[config.mk]
export PLATFORM = sky130hd
export DESIGN_NAME = ser_reg_port
export DESIGN_NICKNAME = d
export VERILOG_FILES = /design/src/rtl/srp_pkg.sv /design/src/rtl/srp_sync.sv /design/src/rtl/srp_regfile.sv /design/src/rtl/srp_engine.sv /design/src/rtl/ser_reg_port.sv
export SDC_FILE = /design/constraint.sdc
export NUM_CORES = 1
export LEC_CHECK = 0
export BUFFER_PORTS_ARGS = -buffer_cell sky130_fd_sc_hd__buf_2
export CAP_MARGIN = 20
export CORE_ASPECT_RATIO = 1.25
export CORE_UTILIZATION = 50
export DETAILED_ROUTE_END_ITERATION = 8
export GPL_TIMING_DRIVEN = 1
export PLACE_DENSITY = 0.66
export SYNTH_ARGS = -nofsm -noshare
export SYNTH_HDL_FRONTEND = slang
export SYNTH_HIERARCHICAL = 1
export SYNTH_SLANG_ARGS = --single-unit
[constraint.sdc]
create_clock -name clk -period 3.97 [get_ports clk]
set_clock_uncertainty 0.2 [all_clocks]
set_input_delay 0.397 -clock clk [delete_from_list [all_inputs] [get_ports clk]]
set_output_delay 0.397 -clock clk [all_outputs]
set_load 0.005 [all_outputs]
[src/rtl/srp_pkg.sv]
package srp_pkg;
  localparam int ADDR_W   = 6;
  localparam int DATA_W   = 8;
  localparam int NUM_REGS = 8;
  localparam int CMD_W    = ADDR_W + 2;
  localparam logic [ADDR_W-1:0] WIN_BASE = 6'h10;

  // bit 0 = read flag (first on the wire), MSb = burst flag
  typedef struct packed {
    logic              burst;
    logic [ADDR_W-1:0] addr;
    logic              rd;
  } cmd_t;

  function automatic logic in_window(input logic [ADDR_W-1:0] a);
    logic [ADDR_W:0] top;
    top = {1'b0, WIN_BASE} + (ADDR_W+1)'(NUM_REGS);
    return (a >= WIN_BASE) && ({1'b0, a} < top);
  endfunction
endpackage

[src/rtl/srp_sync.sv]
module srp_sync #(
  parameter int             W      = 4,
  parameter int             STAGES = 2,
  parameter logic [W-1:0]   RST_VAL = '0
) (
  input  logic         clk,
  input  logic         rst_n,
  input  logic [W-1:0] d,
  output logic [W-1:0] q
);
  logic [W-1:0] stg [STAGES];

  for (genvar s = 0; s < STAGES; s++) begin : g_stage
    logic [W-1:0] stg_d;
    if (s == 0) begin : g_first
      assign stg_d = d;
    end else begin : g_rest
      assign stg_d = stg[s-1];
    end
    always_ff @(posedge clk or negedge rst_n) begin
      if (!rst_n) stg[s] <= RST_VAL;
      else        stg[s] <= stg_d;
    end
  end

  assign q = stg[STAGES-1];
endmodule

[src/rtl/srp_regfile.sv]
module srp_regfile
  import srp_pkg::*;
(
  input  logic              clk,
  input  logic              rst_n,
  input  logic              we,
  input  logic [ADDR_W-1:0] waddr,
  input  logic [DATA_W-1:0] wdata,
  input  logic [ADDR_W-1:0] raddr,
  output logic [DATA_W-1:0] rdata
);
  localparam int IW = $clog2(NUM_REGS);

  logic [DATA_W-1:0] regs [NUM_REGS];
  logic [ADDR_W-1:0] woff, roff;

  assign woff = waddr - WIN_BASE;
  assign roff = raddr - WIN_BASE;

  for (genvar g = 0; g < NUM_REGS; g++) begin : g_reg
    logic hit;
    assign hit = we && (woff[IW-1:0] == IW'(g));
    always_ff @(posedge clk or negedge rst_n) begin
      if (!rst_n)   regs[g] <= '0;
      else if (hit) regs[g] <= wdata;
    end
  end

  always_comb begin
    rdata = '0;
    if (in_window(raddr)) rdata = regs[roff[IW-1:0]];
  end


  we_window_chk: assert property (@(posedge clk) disable iff (!rst_n)
    we |-> in_window(waddr));
endmodule

[src/rtl/srp_engine.sv]
module srp_engine
  import srp_pkg::*;
(
  input  logic              clk,
  input  logic              rst_n,
  input  logic              cs_s,
  input  logic              sclk_s,
  input  logic              sdi_s,
  input  logic              edge_sel_s,
  output logic [ADDR_W-1:0] raddr,
  input  logic [DATA_W-1:0] rdata,
  output logic              wr_en,
  output logic [ADDR_W-1:0] waddr,
  output logic [DATA_W-1:0] wdata,
  output logic              sdo,
  output logic              sdo_oe
);
  localparam int BW = $clog2(DATA_W);
  localparam int CB = $clog2(CMD_W);
  localparam int CW = $clog2(CMD_W + NUM_REGS*DATA_W + 2);
  localparam logic [CW-1:0] CNT_MAX = '1;
  localparam logic [CW-1:0] CMD_LEN = CW'(CMD_W);

  // state registers
  logic              sclk_q;
  logic [CW-1:0]     cnt, cnt_d;
  cmd_t              cmd, cmd_d;
  logic [DATA_W-1:0] wsh, wsh_d;
  logic              sdo_r, sdo_d;
  logic              oe_r, oe_d;

  // edge events and decode
  logic              rise, fall, upd;
  logic [CW-1:0]     cnt_nxt, opos;
  cmd_t              cmd_nxt;
  logic              o_hit, i_hit;
  logic [ADDR_W-1:0] o_addr, i_addr;
  logic [BW-1:0]     o_bit, i_bit;

  // {hit, address, bit index} for a stream position
  function automatic logic [ADDR_W+BW:0] locate(input logic [CW-1:0] pos, input cmd_t c);
    logic [CW-1:0]     d;
    logic [CW-1:0]     blk;
    logic              hit;
    logic [ADDR_W-1:0] a;
    d   = pos - CMD_LEN;
    blk = d >> BW;
    if (pos < CMD_LEN) begin
      hit = 1'b0;
      a   = c.addr;
    end else if (c.burst) begin
      hit = blk < CW'(NUM_REGS);
      a   = WIN_BASE + ADDR_W'(blk);
    end else begin
      hit = (blk == '0);
      a   = c.addr;
    end
    return {hit, a, d[BW-1:0]};
  endfunction

  always_comb begin
    rise = ~cs_s &  sclk_s & ~sclk_q;
    fall = ~cs_s & ~sclk_s &  sclk_q;
    upd  = edge_sel_s ? fall : rise;

    cmd_nxt = cmd;
    if (rise && (cnt < CMD_LEN)) cmd_nxt[cnt[CB-1:0]] = sdi_s;
    cnt_nxt = (rise && (cnt != CNT_MAX)) ? cnt + 1'b1 : cnt;

    opos = edge_sel_s ? cnt : cnt_nxt;
    {o_hit, o_addr, o_bit} = locate(opos, cmd_nxt);
    {i_hit, i_addr, i_bit} = locate(cnt, cmd);
  end

  assign raddr = o_addr;
  assign waddr = i_addr;
  assign wdata = {sdi_s, wsh[DATA_W-1:1]};
  assign wr_en = rise & ~cmd.rd & i_hit & (i_bit == BW'(DATA_W-1)) & in_window(i_addr);

  // next state
  always_comb begin
    cnt_d = cnt_nxt;
    cmd_d = cmd_nxt;
    wsh_d = wsh;
    sdo_d = sdo_r;
    oe_d  = oe_r;
    if (rise && (cnt >= CMD_LEN)) wsh_d = {sdi_s, wsh[DATA_W-1:1]};
    if (cs_s) begin
      cnt_d = '0;
      cmd_d = '0;
      oe_d  = 1'b0;
    end else if (upd) begin
      sdo_d = (cmd_nxt.rd & o_hit) ? rdata[o_bit] : 1'b0;
      oe_d  = cmd_nxt.rd & o_hit;
    end
  end

  // registers
  always_ff @(posedge clk or negedge rst_n) begin
    if (!rst_n) begin
      sclk_q <= 1'b0;
      cnt    <= '0;
      cmd    <= '0;
      wsh    <= '0;
      sdo_r  <= 1'b0;
      oe_r   <= 1'b0;
    end else begin
      sclk_q <= sclk_s;
      cnt    <= cnt_d;
      cmd    <= cmd_d;
      wsh    <= wsh_d;
      sdo_r  <= sdo_d;
      oe_r   <= oe_d;
    end
  end

  assign sdo    = sdo_r;
  assign sdo_oe = oe_r;


  oe_idle_chk: assert property (@(posedge clk) disable iff (!rst_n)
    cs_s |=> !oe_r);


  oe_write_chk: assert property (@(posedge clk) disable iff (!rst_n)
    (!cs_s && (cnt >= CMD_LEN) && !cmd.rd) |=> !oe_r);


  sdo_hold_chk: assert property (@(posedge clk) disable iff (!rst_n)
    !upd |=> $stable(sdo_r));


  wr_edge_chk: assert property (@(posedge clk) disable iff (!rst_n)
    wr_en |-> (rise && (cnt >= CMD_LEN)));
endmodule

[src/rtl/ser_reg_port.sv]
module ser_reg_port
  import srp_pkg::*;
(
  input  logic clk,
  input  logic rst_n,
  input  logic cs_n,
  input  logic sclk,
  input  logic sdi,
  input  logic edge_sel,
  output logic sdo,
  output logic sdo_oe
);
  localparam int SYNC_STAGES = 2;

  logic [1:0] rst_pipe;
  logic       core_rst_n;

  always_ff @(posedge clk or negedge rst_n) begin
    if (!rst_n) rst_pipe <= '0;
    else        rst_pipe <= {rst_pipe[0], 1'b1};
  end
  assign core_rst_n = rst_pipe[1];

  logic [3:0]        pins_s;
  logic [ADDR_W-1:0] raddr, waddr;
  logic [DATA_W-1:0] rdata, wdata;
  logic              wr_en;

  srp_sync #(.W(4), .STAGES(SYNC_STAGES), .RST_VAL(4'b1000)) u_sync (
    .clk   (clk),
    .rst_n (core_rst_n),
    .d     ({cs_n, sclk, sdi, edge_sel}),
    .q     (pins_s)
  );

  srp_engine u_engine (
    .clk        (clk),
    .rst_n      (core_rst_n),
    .cs_s       (pins_s[3]),
    .sclk_s     (pins_s[2]),
    .sdi_s      (pins_s[1]),
    .edge_sel_s (pins_s[0]),
    .raddr      (raddr),
    .rdata      (rdata),
    .wr_en      (wr_en),
    .waddr      (waddr),
    .wdata      (wdata),
    .sdo        (sdo),
    .sdo_oe     (sdo_oe)
  );

  srp_regfile u_regs (
    .clk   (clk),
    .rst_n (core_rst_n),
    .we    (wr_en),
    .waddr (waddr),
    .wdata (wdata),
    .raddr (raddr),
    .rdata (rdata)
  );
endmodule

==> results of run 1 <==
## state kept, by name, summed over array words and instances (netlist names)
register              cells
u_sync/g_stage.stg_d      4
u_engine/wsh              7
rst_pipe                  2
u_regs/regs              64
u_engine/sclk_q           1
u_engine/cmd              8
u_engine/sdo              1
u_engine/sdo_oe           1
u_engine/cnt              7
u_sync/q                  4
## kinds of logic (layout without fill, tap and decap cells)
kind of cell,after synthesis,after routing,synth area share (%)
and+or+nand+nor,88,88,10.8
buffers and inverters,29,85,2.87
other,1,1,0.0735
AOI/OAI and AO/OA,50,50,7.77
xor gates and xnor gates,9,9,1.54
muxes,120,120,26.4
DFF,99,99,48.6
adders and majority gates,8,8,1.96
## where the power goes
group,switching [mW],internal (mW)
combinational,0.0281,0.0202
sequential,0.0181,1.02
clock,0.390,0.432
total,0.436,1.47
## synth_stat cells (3+ instances only)
cell type / n
ha_1: 8
nor3_1: 11
xnor2_1: 6
nand3b_1: 4
dfrtp_1: 97
mux4_2: 4
nand3_1: 5
inv_1: 8
buf_4: 6
a21oi_1: 8
buf_2: 6
nand4b_1: 3
nor3b_4: 3
nand4_1: 4
mux2i_1: 42
a22o_1: 16
clkbuf_1: 6
nand2_1: 15
nand2b_1: 4
xor2_1: 3
nor2b_1: 3
nor2_1: 21
o21ai_0: 7
mux2_2: 73
## final cells by class
cell class              instances  share of cell area (%)
clock buffers                  10                    3.82
clock inverters                 6                   0.814
inverters                       8                   0.501
multi-input cells             276                    42.8
flip-flops and latches         99                    41.4
well taps                     126                    2.63
repair buffers                 61                    8.01
## final timing paths
kind                       slack [ns]         endpoint  cells past startpoint
min in group asynchronous        0.16      rst_pipe[1]                      2
max in group asynchronous        2.39  u_regs/regs[20]                      1
min reg2reg                      0.15      u_sync/q[2]                      0
max                             -0.03     u_engine/sdo                     15
min                              0.15      u_sync/q[2]                      0
max reg2reg                     -0.03     u_engine/sdo                     15
## per-layer routing
metal	global-route usage, %	share of wire, %	up-vias	wire [um]
li1	-	-	1584	-
met1	28.0	41	1760	4710
met2	44.0	55	50	6350
met3	3.90	2.4	20	281
met4	8.85	2.3	0	270
met5	0	0	-	0
## repair_timing
item / 4_1_cts / 5_1_grt
hold buffers: 5 / 0
cloned: 1 / 0
gates resized for setup: 13 / 11
endpoints found under the hold margin: 6 / 0
pin swaps: 4 / 15
endpoints found under the setup margin: 1 / 1
setup buffers: 2 / 0
## critical path, delay by kind of cell (launching register included)
kind            cells  cell delay [ns]
compound gates      5             0.76
fa+ha+maj           1             0.22
simple gates        3             0.65
mux                 4             1.28
flops               1             0.41
buf+inv             1             0.20
xor+xnor            1             0.14
==> reports/summary.txt, run 1 <==
WL final: 11.6 mm
Vias/cell: 5.83
antenna violations before repair: 0
pwr dens: 317 nW/um^2
Setup crit start: u_sync/q[0]
clk sinks: 99
multi-input gate area in the final layout: 2570 um^2
final setup fails: 1
initial core utilization: 52.3%
cts bufs inserted: 9
Crit Path Category: flop to flop
Final Hold Fails: 0
Post-Synthesis Net Count: 418
area delta synth->final: 17.5%
DRC: 0
post-layout total power: 1.90 mW
first-pass GRT wire length: 18.9 mm
Critical Path Fanout Max: 7
worst hold-check path type: flop to flop
post-route core utilization: 61.5%
max incr delay on CP: 0.45 ns
r2r startpoint: u_sync/q[0]
cells along the critical path: nor4b_4 -> o21ai_2 -> nor2_2 -> xnor2_2 -> ha_2 -> a31o_4 -> mux2i_4 -> buf_6 -> mux2i_2 -> a22o_1 -> nor3_4 -> mux4_2 -> mux2_4 -> a21oi_2 -> o41ai_2
CTS H-tree lvls: 3
GR Util All Layers: 23.9%
warning count from the yosys run: 6
clock tree buffer depth: 2
clk slew on worst S/H paths: 0.07 ns
layout net count: 469
worst hold slack: 0.151 ns
Post-DP HPWL: 8.26 mm
largest net degree at the start of global routing: 74
synthesized area per cell: 12.6 um^2
Post-Place Cells: 562
actual slew at the worst max-slew pin: 0.956 ns
Post-Syn Area: 5100 um^2
GR Overflow Total: 0
Slew Viols, Final: 0
FF+latch count, synth: 99
Ports: 8
commonest non-fill, non-tap cell in the layout: dfrtp_1
area post-placement: 5550 um^2
f_max: 250 MHz
layout cell share with drive strength beyond 1: 40.0%
pre-CTS setup slack: -0.0976 ns
Row Count: 40
die outline height: 115 um
failing checks: negative setup slack
Reg area: 2480 um^2
async set or reset register ratio after synthesis: 100%
Yosys cell types: 55
top cell type's share of synthesized area: 47.5%
drt first pass iters: 4
1st-iter DRT viols: 112
Die X: 92.4 um
filler cell count: 809
EDFF count, synth: 0
Hold Crit Start: u_sync/g_stage[1].stg_d[2]
outcome: finished, violations left
Synth Instances: 404
Slew Limit Headroom: 36.3%
antenna fix cells: 0
max cap viols: 0
Die Area: 10,600 um^2
clock latency on the worst-skew pair: 0.34 ns
vias in the first global route: 3,633
CP required: 3.99 ns
Worst Slack Setup Final: -0.0288 ns
CP arrival: 4.02 ns
cell area after layout: 6000 um^2
Worst path slowest cell: mux4_2
via count: 3,414
register area share after synthesis: 48.6%
biggest area consumer among synthesized cells: dfrtp_1
clock root cell: clkbuf_16
post-route ant nets: 0
Core ar.: 9760 um^2
port buffer count: 7
CTS tree: yes
final cell count without fillers: 586
RSZ-0062 raised after global routing: yes
Setup TNS Final: -0.0288 ns
RD Place Congestion: 0.869
commonest non-fill, non-tap cells in the layout: dfrtp_1, mux2_2, buf_4
Max VDD drop: 0.216 mV
Area contributors post-synth: dfrtp_1, mux2_2, mux2i_1, a22o_1, ha_1
CP startpoint kind: flop
WL per Instance: 19.8 um
Pleak: 2.68 nW
fin crit share: 101%
Final min period: 4.00 ns
Worst Setup End Kind: flop
Synth Flop Type: dfrtp_1
No activity file was read; power rests on OpenSTA's default activity.
==> inputs of run 2 (changes only) <==
--- a/config.mk
+++ b/config.mk
@@ -8,10 +8,10 @@
 export BUFFER_PORTS_ARGS = -buffer_cell sky130_fd_sc_hd__buf_2
 export CAP_MARGIN = 20
 export CORE_ASPECT_RATIO = 1.25
-export CORE_UTILIZATION = 50
+export CORE_UTILIZATION = 35
 export DETAILED_ROUTE_END_ITERATION = 8
 export GPL_TIMING_DRIVEN = 1
-export PLACE_DENSITY = 0.66
+export REMOVE_ABC_BUFFERS = 1
 export SYNTH_ARGS = -nofsm -noshare
 export SYNTH_HDL_FRONTEND = slang
 export SYNTH_HIERARCHICAL = 1
==> run 2 against run 1 <==
Against the previous run: die area grew 42%; first-iteration DRC count is 64% higher; worst hold slack worse by 0.010 ns; the flow now finishes without violations; clock power about the same; via count fell by 0.82%; sequential power is essentially flat; total power up 0.23%; largest power group unchanged; maximum frequency is 1.5% higher; non-clock buffer count grew 4; critical path depth grew 1; flip-flop and latch count unchanged.
==> reports/summary.txt, run 2 (same netlist as run 1, synthesis figures left out) <==
clk slew on worst S/H paths: 0.07 ns (about the same)
Crit Path Category: flop to flop
area delta synth->final: 22.0%
Top reg by flops: u_regs/regs
multi-input gate area in the final layout: 2670 um^2 (+3.9%)
Worst Slack Setup Final: 0.0302 ns (+0.0590 ns)
commonest non-fill, non-tap cells in the layout: dfrtp_1, mux2_2, buf_4
Slew Limit Headroom: 50.9% (+15 points)
cells along the critical path: nor4b_4 -> o21ai_2 -> nor2_2 -> xnor2_2 -> ha_2 -> a31o_4 -> mux2i_4 -> buf_12 -> buf_12 -> mux2i_4 -> a22o_1 -> nor3_2 -> mux4_2 -> mux2_4 -> a21oi_2 -> o41ai_2
Post-DP HPWL: 8.43 mm (+2.1%)
Critical Path Fanout Max: 8 (+1)
RD Place Congestion: 0.892 (+2.6%)
CTS tree: yes
final cell count without fillers: 642 (+9.6%)
pre-CTS setup slack: -0.145 ns (-0.0471 ns)
WL per Instance: 18.8 um (-5.2%)
Post-Place Cells: 616 (+9.6%)
via count: 3,386 (-0.82%)
CTS H-tree lvls: 3 (unchanged)
drt first pass iters: 6 (+2)
pwr dens: 306 nW/um^2 (-3.5%)
Core ar.: 14,300 um^2 (+47%)
1st-iter DRT viols: 184 (+64%)
post-route ant nets: 0 (unchanged)
Vias/cell: 5.27 (-9.5%)
Worst Setup End Kind: flop
Die X: 110 um (+19%)
first-pass GRT wire length: 19.5 mm (+2.7%)
Final Hold Fails: 0 (unchanged)
actual slew at the worst max-slew pin: 0.735 ns (-0.221 ns)
Reg area: 2480 um^2 (unchanged)
Slew Viols, Final: 0 (unchanged)
worst hold-check path type: primary input to asynchronous set/reset pin
clock tree buffer depth: 2 (unchanged)
CP arrival: 3.98 ns (-0.04 ns)
Max VDD drop: 0.180 mV (-17%)
commonest non-fill, non-tap cell in the layout: dfrtp_1
largest net degree at the start of global routing: 55 (-26%)
clock root cell: clkbuf_16
Switching Share: 23.2% (+0.28 points)
clock latency on the worst-skew pair: 0.36 ns (+0.02 ns)
CP startpoint kind: flop
max incr delay on CP: 0.45 ns (about the same)
part of the power in the clock network: 43.2% (about the same)
final setup fails: 0 (-1)
clk sinks: 99 (unchanged)
GR Util All Layers: 17.9% (-6.0 points)
Die Area: 15,100 um^2 (+42%)
max cap viols: 0 (unchanged)
RSZ-0062 raised after global routing: yes
WL final: 12.1 mm (+3.8%)
Top Registers: u_regs/regs (64), u_engine/cmd (8)
die outline height: 137 um (+19%)
post-route core utilization: 43.4% (-18 points)
Pint: 1.47 mW (-0.14%)
Pleak: 2.72 nW (+1.4%)
antenna fix cells: 0 (unchanged)
Final min period: 3.94 ns (-0.0590 ns)
f_max: 254 MHz (+1.5%)
antenna violations before repair: 0 (unchanged)
DRC: 0 (unchanged)
fin crit share: 99.2% (-1.5 points)
Worst path slowest cell: mux4_2
sequential share of power: 54.0% (-0.3 points)
initial core utilization: 35.6% (-17 points)
Worst path top cell family by delay: multiplexers
vias in the first global route: 3,659 (+0.72%)
NetSw: 0.442 mW (+1.5%)
GR Overflow Total: 0 (unchanged)
Row Count: 49 (+23%)
CP required: 4.01 ns (+0.02 ns)
port buffer count: 7 (unchanged)
Ports: 8 (unchanged)
cts bufs inserted: 9 (unchanged)
layout net count: 473 (+0.85%)
Setup TNS Final: 0 ns (+0.0288 ns)
layout cell share with drive strength beyond 1: 43.1% (+3.1 points)
outcome: complete, no violations
Comb pwr share: 2.8% (+0.3 points)
filler cell count: 1,391 (+72%)
WP buf/inv: 2 (+1)
max FFs per register: 64 (unchanged)
run 2: repair_timing:
item,4_1_cts,5_1_grt
gates resized for setup,34,4
setup endpoints to repair,1,1
hold endpoints to repair,6,0
cloned,1,0
hold buffers,5,0
pin swaps,11,4
buffers inserted,4,1
run 2: path summary, 6_finish.rpt:
| kind | from | endpoint | slack [ns] | depth (start not counted) |
|---|---|---|---|---|
| setup / recovery | u_sync/q[0] | u_engine/sdo | 0.03 | 16 |
| hold / removal | rst_n | rst_pipe[1] | 0.14 | 2 |
| setup reg to reg | u_sync/q[0] | u_engine/sdo | 0.03 | 16 |
| hold reg to reg | rst_pipe[0] | rst_pipe[1] | 0.16 | 0 |
| max in group asynchronous | rst_pipe[1] | u_engine/cmd[6] | 2.32 | 1 |
| min in group clk | rst_pipe[0] | rst_pipe[1] | 0.16 | 0 |
run 2: metrics by stage:
stage | hold WS, ns | power [mW] | instance area (um^2)
finish | 0.141 | 1.91 | 6230
global placement | -0.0176 | 1.10 | 5650
global route | 0.142 | 1.97 | 6230
detailed placement | -0.0162 | 1.10 | 5650
CTS | 0.129 | 1.93 | 6210
floorplan | -0.0986 | 1.07 | 4990
run 2: worst register-to-register path: stages, from the launching register on:
cell and delay, ns:
dfrtp_1 0.42, nor4b_4 0.37, o21ai_2 0.12, nor2_2 0.14, xnor2_2 0.14, ha_2 0.23, a31o_4 0.18, mux2i_4 0.27
buf_12 0.14, buf_12 0.16, mux2i_4 0.28, a22o_1 0.19, nor3_2 0.05, mux4_2 0.45, mux2_4 0.28, a21oi_2 0.14
o41ai_2 0.07
run 2: metal layers:
layer | track usage [%] | share of wire (%) | wire length [um]
met3 | 2.76 | 1.8 | 218
met1 | 20.3 | 42 | 5060
met5 | 0 | 0 | 0
met4 | 9.63 | 3.3 | 396
met2 | 31.8 | 53 | 6390
run 2: power by group through the flow:
stage          Combinational (mW)  Clock (mW)  Sequential [mW]
2_1_floorplan              0.0156           0             1.06
3_3_place_gp               0.0463           0             1.05
3_5_place_dp               0.0476           0             1.05
4_1_cts                    0.0533       0.847             1.03
5_1_grt                    0.0578       0.877             1.03
6_report                   0.0526       0.824             1.03
run 2: layout make-up:
class	instances	area share (%)
Clock buffer	11	3.74
Clock inverter	5	0.603
Inverter	8	0.482
Multi-Input combinational cell	276	42.9
Sequential cell	99	39.9
Tap cell	178	3.58
Timing Repair Buffer	65	8.88
==> inputs of run 3 (changes only) <==
--- a/config.mk
+++ b/config.mk
@@ -7,8 +7,9 @@
 export LEC_CHECK = 0
 export BUFFER_PORTS_ARGS = -buffer_cell sky130_fd_sc_hd__buf_2
 export CAP_MARGIN = 20
-export CORE_ASPECT_RATIO = 1.25
+export CORE_ASPECT_RATIO = 0.8
 export CORE_UTILIZATION = 35
+export CTS_BUF_LIST = sky130_fd_sc_hd__clkbuf_16
 export DETAILED_ROUTE_END_ITERATION = 8
 export GPL_TIMING_DRIVEN = 1
 export REMOVE_ABC_BUFFERS = 1
==> run 3 against run 2 <==
Against the previous run: maximum frequency fell by 3.7%; the run now ends with design-rule violations, negative setup slack left; core utilization up 2.4 points; global-route usage increased by 0.26 points; flip-flop and latch count unchanged; worst setup slack worse by 0.15 ns; via count grew 4.6%; clock power grew 21%; highest routed layer unchanged; cell count up 3.1%; register-to-register slack got worse by 0.15 ns; worst hold slack got worse by 0.040 ns.
==> reports/summary.txt, run 3 (same netlist as run 1, synthesis figures left out) <==
WL final: 12.6 mm (+4.1%)
Core ar.: 14,200 um^2 (-0.68%)
Setup TNS Final: -0.121 ns (-0.121 ns)
f_max: 244 MHz (-3.7%)
crit path to: u_engine/sdo
failing checks: design-rule violations, negative setup slack
Slew Viols, Final: 0 (unchanged)
via count: 3,541 (+4.6%)
cts bufs inserted: 9 (unchanged)
Worst Slack Setup Final: -0.121 ns (-0.151 ns)
Crit Path Category: flop to flop
Critical Path Fanout Max: 8 (unchanged)
worst hold-check path type: flop to asynchronous set/reset pin
final setup fails: 1 (+1)
GR Util All Layers: 18.2% (+0.26 points)
Final min period: 4.09 ns (+0.151 ns)
max FFs per register: 64 (unchanged)
clock latency on the worst-skew pair: 0.35 ns (about the same)
first-pass GRT wire length: 19.9 mm (+2.5%)
CTS tree: yes
Final Hold Fails: 0 (unchanged)
Post-DP HPWL: 8.46 mm (+0.33%)
pwr dens: 320 nW/um^2 (+4.5%)
clock tree buffer depth: 2 (unchanged)
max cap viols: 0 (unchanged)
fin crit share: 103% (+3.8 points)
Die Area: 15,100 um^2 (unchanged)
Setup crit start: u_sync/q[0]
r2r startpoint: u_sync/q[0]
outcome: finished, violations left
clk sinks: 99 (unchanged)
GR Overflow Total: 0 (unchanged)
drt first pass iters: 7 (+1)
antenna violations before repair: 0 (unchanged)
clock root cell: clkbuf_16
max incr delay on CP: 0.46 ns (about the same)
CP required: 4.01 ns (about the same)
Reg area: 2480 um^2 (unchanged)
post-layout total power: 2.09 mW (+9.4%)
CP arrival: 4.13 ns (+0.15 ns)
commonest non-fill, non-tap cells in the layout: dfrtp_1, mux2_2, buf_4
Row Count: 39 (-20%)
RSZ-0062 raised after global routing: yes
DRC: 2 (+2)
vias in the first global route: 3,533 (-3.4%)
Pleak: 2.84 nW (+4.6%)
Worst path slowest cell: mux4_2
worst hold slack: 0.100 ns (-0.0404 ns)
Post-Place Cells: 625 (+1.5%)
port buffer count: 7 (unchanged)
clk slew on worst S/H paths: 0.07 ns (about the same)
commonest non-fill, non-tap cell in the layout: dfrtp_1
Top reg by flops: u_regs/regs
Die X: 137 um (+25%)
Vias/cell: 5.35 (+1.4%)
cells along the critical path: nor4b_4 -> o21ai_2 -> nor2_1 -> xnor2_1 -> ha_2 -> a31o_4 -> mux2i_4 -> buf_12 -> buf_16 -> mux2i_1 -> a22o_1 -> nor3_2 -> mux4_2 -> mux2_4 -> a21oi_2 -> o41ai_2
R2R Setup Slk: -0.12 ns (-0.15 ns)
filler cell count: 1,283 (-7.8%)
area delta synth->final: 27.8%
initial core utilization: 35.8% (+0.24 points)
die outline height: 110 um (-20%)
Max VDD drop: 0.320 mV (+78%)
actual slew at the worst max-slew pin: 0.783 ns (+0.0488 ns)
post-route ant nets: 0 (unchanged)
post-route core utilization: 45.8% (+2.4 points)
worst r2r dst: u_engine/sdo
Slew Limit Headroom: 47.7% (-3.3 points)
Top Registers: u_regs/regs (64), u_engine/cmd (8)
RD Place Congestion: 0.908 (+1.9%)
1st-iter DRT viols: 245 (+33%)
layout cell share with drive strength beyond 1: 45.2% (+2.1 points)
WL per Instance: 19.0 um (+0.93%)
final cell count without fillers: 662 (+3.1%)
Ports: 8 (unchanged)
CP startpoint kind: flop
CTS H-tree lvls: 3 (unchanged)
Worst Setup End Kind: flop
reg2reg path depth: 16 (unchanged)
antenna fix cells: 0 (unchanged)
multi-input gate area in the final layout: 2710 um^2 (+1.5%)
largest net degree at the start of global routing: 82 (+49%)
layout net count: 487 (+3.0%)
run 3: changes by cell type in the layout (fill, tap and decap cells not counted), sizes merged:
cell         delta
dlygate4sd3     +1
clkinvlp        -1
bufbuf          -1
bufinv          +3
clkbuf          -2
clkinv          +1
buf            +14
inv             -1
run 3: layer usage:
layer / part of all wire (%) / global-route usage [%] / wire length [um]
met3: 4.1 / 4.25 / 521
met4: 0.84 / 4.40 / 106
met5: 0 / 0 / 0
met2: 46 / 26.8 / 5720
met1: 49 / 26.7 / 6210
run 3: worst max-delay path, delay by kind of cell, from the launching register on:
family	cells	cell delay (ns)
mux	4	1.34
flops	1	0.41
simple gates	3	0.58
buf+inv	2	0.30
compound gates	5	0.70
xor+xnor	1	0.18
fa+ha+maj	1	0.25
run 3: power by group:
| part | internal [mW] | switching (mW) | total, mW |
|---|---|---|---|
| sequential | 1.02 | 0.00559 | 1.02 |
| clock | 0.615 | 0.382 | 0.996 |
| combinational | 0.0264 | 0.0423 | 0.0687 |
run 3: worst min-delay path by stage:
stage | cells past startpoint | end | slack (ns)
3_3_place_gp | 1 | rst_pipe[0] | -0.02
3_5_place_dp | 1 | rst_pipe[0] | -0.02
2_1_floorplan | 0 | rst_pipe[0] | -0.1
6_report | 0 | u_sync/q[3] | 0.10
4_1_cts | 2 | rst_pipe[1] | 0.14
5_1_grt | 0 | u_sync/q[3] | 0.1
run 3: area by class of cell:
class	count	share of cell area [%]
clock inverter	7	1.76
tap	184	3.53
timing repair buffer	79	11.2
inverter	8	0.460
clock buffer	9	3.45
sequential	99	38.1
multi-input combinational	276	41.5
run 3: timing repair:
item	CTS	global route
setup buffers	8	3
endpoints found under the hold margin	6	9
hold buffers	5	1
setup endpoints to repair	1	17
pin swaps	14	11
resized for setup	28	18
gates cloned	3	0
run 3: through the flow:
| step | worst slack, ns | area [um^2] |
|---|---|---|
| global placement | -0.235 | 5670 |
| detailed placement | -0.319 | 5680 |
| finish | -0.121 | 6520 |
| floorplan | -2.36 | 4990 |
| global route | -0.219 | 6520 |
| CTS | -0.0650 | 6360 |
